$ cat src/rtl/timer_pkg.sv
package timer_pkg;
  localparam int CTRL_W = 5;

  typedef enum logic [1:0] {
    REG_CTRL   = 2'd0,
    REG_RLD_LO = 2'd1,
    REG_RLD_HI = 2'd2,
    REG_NONE   = 2'd3
  } reg_sel_e;

  // packed: last field is bit 0
  typedef struct packed {
    logic route;
    logic ext_src;
    logic oneshot;
    logic run;
    logic irq_en;
  } ctrl_t;
endpackage

$ cat src/rtl/tmr_ext_sync.sv
module tmr_ext_sync #(
  parameter int STAGES = 2
) (
  input  logic clk,
  input  logic rst,
  input  logic pin,
  output logic rise
);
  logic [STAGES:0] sh;

  always_ff @(posedge clk) begin
    if (rst) sh <= '0;
    else     sh <= {sh[STAGES-1:0], pin};
  end

  assign rise = sh[STAGES-1] & ~sh[STAGES];
endmodule

$ cat src/rtl/tmr_regs.sv
module tmr_regs
  import timer_pkg::*;
#(
  parameter int BYTE_W = 8
) (
  input  logic              clk,
  input  logic              rst,
  input  logic [1:0]        reg_sel,
  input  logic              wr_en,
  input  logic              rd_en,
  input  logic [BYTE_W-1:0] wr_data,
  output logic [BYTE_W-1:0] rd_data,
  output ctrl_t             ctrl,
  output logic [2*BYTE_W-1:0] reload,
  output logic              start_pulse,
  output logic              ctrl_rd
);
  localparam int PAD_W = BYTE_W - CTRL_W;

  logic [BYTE_W-1:0] rld_lo, rld_hi;
  logic sel_ctrl;

  assign sel_ctrl    = (reg_sel_e'(reg_sel) == REG_CTRL);
  assign start_pulse = wr_en & sel_ctrl & wr_data[1] & ~ctrl.run;
  assign ctrl_rd     = rd_en & sel_ctrl;
  assign reload      = {rld_hi, rld_lo};

  always_ff @(posedge clk) begin
    if (rst) begin
      ctrl   <= '0;
      rld_lo <= '0;
      rld_hi <= '0;
    end else if (wr_en) begin
      case (reg_sel_e'(reg_sel))
        REG_CTRL:   ctrl   <= ctrl_t'(wr_data[CTRL_W-1:0]);
        REG_RLD_LO: rld_lo <= wr_data;
        REG_RLD_HI: rld_hi <= wr_data;
        default:    ;
      endcase
    end
  end

  always_ff @(posedge clk) begin
    if (rst) rd_data <= '0;
    else if (rd_en) begin
      case (reg_sel_e'(reg_sel))
        REG_CTRL:   rd_data <= {{PAD_W{1'b0}}, ctrl};
        REG_RLD_LO: rd_data <= rld_lo;
        REG_RLD_HI: rd_data <= rld_hi;
        default:    rd_data <= '0;
      endcase
    end
  end

  // reserved control bits read as zero
  assert_reserved_zero_R2: assert property (@(posedge clk) disable iff (rst)
    ctrl_rd |=> rd_data[BYTE_W-1:CTRL_W] == '0);
endmodule

$ cat src/rtl/tmr_counter.sv
module tmr_counter #(
  parameter int CNT_W = 16
) (
  input  logic             clk,
  input  logic             rst,
  input  logic             run,
  input  logic             oneshot,
  input  logic             tick,
  input  logic             load,
  input  logic [CNT_W-1:0] reload,
  input  logic             clr,
  output logic             flag
);
  localparam logic [CNT_W-1:0] ONE = CNT_W'(1);

  logic [CNT_W-1:0] count;
  logic hit, at_zero;

  assign at_zero = (count == '0);
  assign hit     = run & tick & (count == ONE) & ~load;

  always_ff @(posedge clk) begin
    if (rst) count <= '0;
    else if (load) count <= reload;
    else if (run) begin
      if (at_zero) begin
        if (!oneshot) count <= reload;
      end else if (tick) begin
        count <= count - ONE;
      end
    end
  end

  always_ff @(posedge clk) begin
    if (rst)      flag <= 1'b0;
    else if (hit) flag <= 1'b1;
    else if (clr) flag <= 1'b0;
  end

  // paused counter does not move
  assert_pause_hold_R4: assert property (@(posedge clk) disable iff (rst)
    (!run && !load) |=> $stable(count));
  // single-shot stays at zero
  assert_oneshot_hold_R5: assert property (@(posedge clk) disable iff (rst)
    (oneshot && at_zero && !load) |=> count == '0);
  // repeating mode reloads after zero
  assert_retrig_reload_R6: assert property (@(posedge clk) disable iff (rst)
    (run && !oneshot && at_zero && !load) |=> count == $past(reload));
  // flag sticky until read
  assert_flag_sticky_R7: assert property (@(posedge clk) disable iff (rst)
    (flag && !clr) |=> flag);
  // time-out wins over same-edge clear
  assert_set_wins_R8: assert property (@(posedge clk) disable iff (rst)
    (hit && clr) |=> flag);
endmodule

$ cat src/rtl/prog_down_timer.sv
module prog_down_timer
  import timer_pkg::*;
#(
  parameter int BYTE_W      = 8,
  parameter int SYNC_STAGES = 2
) (
  input  logic              clk,
  input  logic              rst,
  input  logic [1:0]        reg_sel,
  input  logic              wr_en,
  input  logic              rd_en,
  input  logic [BYTE_W-1:0] wr_data,
  output logic [BYTE_W-1:0] rd_data,
  input  logic              tmr_ext_clk,
  input  logic              gpio0_is_out,
  output logic              irq,
  output logic              gpio0_out
);
  localparam int CNT_W = 2 * BYTE_W;

  ctrl_t            ctrl;
  logic [CNT_W-1:0] reload;
  logic start_pulse, ctrl_rd, ext_rise, tick, flag;

  tmr_regs #(.BYTE_W(BYTE_W)) u_regs (
    .clk(clk), .rst(rst), .reg_sel(reg_sel), .wr_en(wr_en), .rd_en(rd_en),
    .wr_data(wr_data), .rd_data(rd_data), .ctrl(ctrl), .reload(reload),
    .start_pulse(start_pulse), .ctrl_rd(ctrl_rd)
  );

  tmr_ext_sync #(.STAGES(SYNC_STAGES)) u_sync (
    .clk(clk), .rst(rst), .pin(tmr_ext_clk), .rise(ext_rise)
  );

  assign tick = ctrl.ext_src ? ext_rise : 1'b1;

  tmr_counter #(.CNT_W(CNT_W)) u_cnt (
    .clk(clk), .rst(rst), .run(ctrl.run), .oneshot(ctrl.oneshot),
    .tick(tick), .load(start_pulse), .reload(reload), .clr(ctrl_rd),
    .flag(flag)
  );

  assign irq       = flag & ctrl.irq_en;
  assign gpio0_out = irq & ctrl.route & gpio0_is_out;

  // GPIO copy only when routed and pin is an output
  assert_gpio_route_R10: assert property (@(posedge clk) disable iff (rst)
    gpio0_out |-> (irq && gpio0_is_out));
endmodule

$ cat config.mk
export PLATFORM = sky130hd
export DESIGN_NAME = prog_down_timer
export DESIGN_NICKNAME = d
export VERILOG_FILES = /design/src/rtl/timer_pkg.sv /design/src/rtl/tmr_ext_sync.sv /design/src/rtl/tmr_regs.sv /design/src/rtl/tmr_counter.sv /design/src/rtl/prog_down_timer.sv
export SDC_FILE = /design/constraint.sdc
export NUM_CORES = 1
export LEC_CHECK = 0
export ABC_AREA = 1
export BUFFER_PORTS_ARGS = -buffer_cell sky130_fd_sc_hd__buf_2
export CORE_MARGIN = 4
export CORE_UTILIZATION = 40
export CTS_CLUSTER_DIAMETER = 40
export DETAILED_ROUTE_END_ITERATION = 12
export PLACE_DENSITY_LB_ADDON = 0.15
export SLEW_MARGIN = 10
export SYNTH_ARGS = -nofsm -noshare
export SYNTH_HDL_FRONTEND = slang
export SYNTH_SLANG_ARGS = --single-unit
export TNS_END_PERCENT = 20
$ cat constraint.sdc
create_clock -name clk -period 1.9 [get_ports clk]
set_input_delay 0 -clock clk [delete_from_list [all_inputs] [get_ports clk]]
set_output_delay 0 -clock clk [all_outputs]
set_load 0.005 [all_outputs]
==> impl_metrics.tcl <==
set metrics [dict create \
    layout_common_cells "119 x nand2_1, 73 x nor2_1, 53 x inv_1" \
    grt_max_degree 39 \
    grt_pass1_wl_um 11600 \
    vias 2602 \
    max_freq_mhz 573 \
    antennaDiodeCount 0 \
    grt_antenna_before_repair 0 \
    cts_sinks 49 \
    gp_congestion 0.820 \
    core_sq_um 6760 \
    clk_pin_slew_ns 0.10 \
    syn_inst 424 \
    path_max_fanout 15 \
    die_w_um 91.2 \
    worst-setup-path-type "reg -> reg" \
    relSlewSlack_pct 67.5 \
    die_area_sq_um 8320 \
    required_ns 2.11 \
    netlist_area_sq_um 2770 \
    p_per_area_nw_per_um2 837 \
    cts_max_level 2 \
    synth_warnings 0 \
    grt_usage_pct 17.1 \
    avgSynthCellArea_sq_um 6.53 \
    period_needed_ns 1.74 \
    finClkSkew_ns 0.00375 \
    start_util_pct 41.0 \
    slowest_stage "dfxtp_1" \
    fin_crit_sh_pct 91.8 \
    clk_path_buf_depth 2 \
    area_delta_synth_final_pct 15.7 \
    numPortBuffers 25 \
    fin_cells 543 \
    finalNetCount 481 \
    cts_root_buf "clkbuf_8" \
    end_kind "register" \
    p_leak_nw 1.58 \
    final.setup.tns_ns 0 \
    pin_count 26 \
    cap_viol_max_count 0 \
    worstPathArrival_ns 1.95 \
    ys_types 24 \
    layout-drive-gt1-share_pct 15.3 \
    dpl.cell_count 521 \
    crit_top_cell "nand2_1" \
    syn-num-nets 443 \
    drcViolationCount 0 \
    rows 30 \
    crit_chain "inv_2, ha_1, nand2_2, nor2_4, nand4_1, buf_4, nand3_4, nand2_1, nand2_1, nor2_1" \
    drt-total-wl_um 7160 \
    insertion_delay_ns 0.30 \
    avgViaCountPerCell 4.79 \
    status "completed" \
    hp-class "in -> reg" \
    setup_viol 0 \
    worstMarginPinSlew_ns 0.486 \
    overflow 0 \
    ys_seq_area_share_pct 35.4 \
    synth_seq_cells 49 \
    nFillCells 713 \
    cts_tree "built" \
    drt_first_iter_violations 147 \
    hpwl_um 4950 \
    cts_buffers 5 \
    drtPass1Iterations 4 \
    dieHeight_um 91.2 \
    startpoint_type "register" \
    max_stage_delay_ns 0.36 \
    ant_nets 0 \
    final_common_cell "nand2_1" \
    drv_slew 0 \
    rsz0062_at_grt "false" \
    vdd_drop_max_mv 0.421 \
    grt_pass1_vias 2369 \
    routedWlPerCell_um 13.2 \
    hold_viol_final 0 \
]
[worst max-delay path: cells and delay by family (launching register included)]
| kind | cells | cell delay, ns |
|---|---|---|
| buffers and inverters | 2 | 0.33 |
| and+or+nand+nor | 7 | 0.77 |
| DFF | 1 | 0.36 |
| adders and majority gates | 1 | 0.19 |
[state kept, by name, summed over array words and instances, names as in the netlist]
signal	cells
u_regs.rd_data	8
u_regs.rld_lo	8
u_regs.ctrl	5
u_cnt.flag	1
u_regs.rld_hi	8
u_cnt.count	16
u_sync.sh	3
[path summary, 6_finish.rpt]
kind         slack, ns  cells after the start            from             end
max               0.16                     10  u_cnt.count[0]  u_cnt.count[4]
max reg2reg       0.16                     10  u_cnt.count[0]  u_cnt.count[4]
min reg2reg       0.42                      2    u_sync.sh[0]    u_sync.sh[1]
min               0.02                      2             rst    u_sync.sh[0]
[routing by layer]
layer	vias to the layer above	track usage (%)	routed length, um
met3	10	2.82	302
met2	67	27.2	3340
li1	1399	-	-
met1	1126	23.3	3410
met5	-	0	0
met4	0	5.90	100
[where the power goes]
part | internal [mW] | switching (mW) | leakage (nW)
Clock | 0.396 | 0.379 | 0.0554
Combinational | 0.281 | 0.497 | 1.12
Sequential | 1.08 | 0.0467 | 0.401
Total | 1.76 | 0.923 | 1.58
[repair_timing]
action	CTS	global route
hold endpoints to repair	12	0
hold buffers	9	0
endpoints found under the setup margin	0	15
setup buffers	0	4
gates resized for setup	0	3
[kinds of logic (layout without fill, tap and decap cells)]
| logic type | Yosys count | in the layout | synth area share, % |
|---|---|---|---|
| simple gates | 235 | 236 | 38.4 |
| buf+inv | 69 | 107 | 10.8 |
| xor+xnor | 4 | 4 | 1.27 |
| compound gates | 64 | 64 | 12.7 |
| flops | 49 | 49 | 35.4 |
| fa+ha+maj | 3 | 3 | 1.36 |
[Yosys cell counts]
master	number	area (sq um)
nand2_1	119	447
nand2_4	3	33.8
xor2_1	3	26.3
o221ai_1	8	70.1
nor2_1	74	278
dfxtp_1	49	981
nand4_1	5	31.3
buf_2	2	10.0
inv_2	3	11.3
inv_1	54	203
nand3_2	1	10.0
nor2_2	3	18.8
a21oi_1	28	140
buf_6	5	56.3
nand3_4	3	52.6
nor2_8	1	20.0
nand3_1	12	60.1
xnor2_1	1	8.76
o21ai_0	27	135
clkbuf_1	5	18.8
nand2_2	9	56.3
ha_1	3	37.5
nor2_4	5	56.3
o21a_1	1	7.51
[area by class of cell]
cell class | instances | area, sq um | share of cell area [%]
clock buffer | 6 | 72.6 | 2.27
clock inverter | 2 | 38.8 | 1.21
inverter | 57 | 214 | 6.68
multi-input combinational | 307 | 1510 | 47.1
sequential | 49 | 981 | 30.6
tap | 80 | 100 | 3.13
timing repair buffer | 42 | 288 | 8.98
[per-stage QoR]
step	worst slack (ns)	total power, mW	hold slack [ns]	utilization, %	area (sq um)
final	0.155	2.68	0.0212	47.4	3200
after global routing	0.0238	2.86	0.0204	47.4	3200
after CTS	0.103	2.68	0.0135	46.5	3140
after detailed placement	0.121	1.89	0.205	43.5	2940
after global placement	0.169	1.89	0.198	43.5	2940
after floorplan	0.421	1.74	0.0691	-	2770
Note: power is estimated with default switching activity, not from simulation.
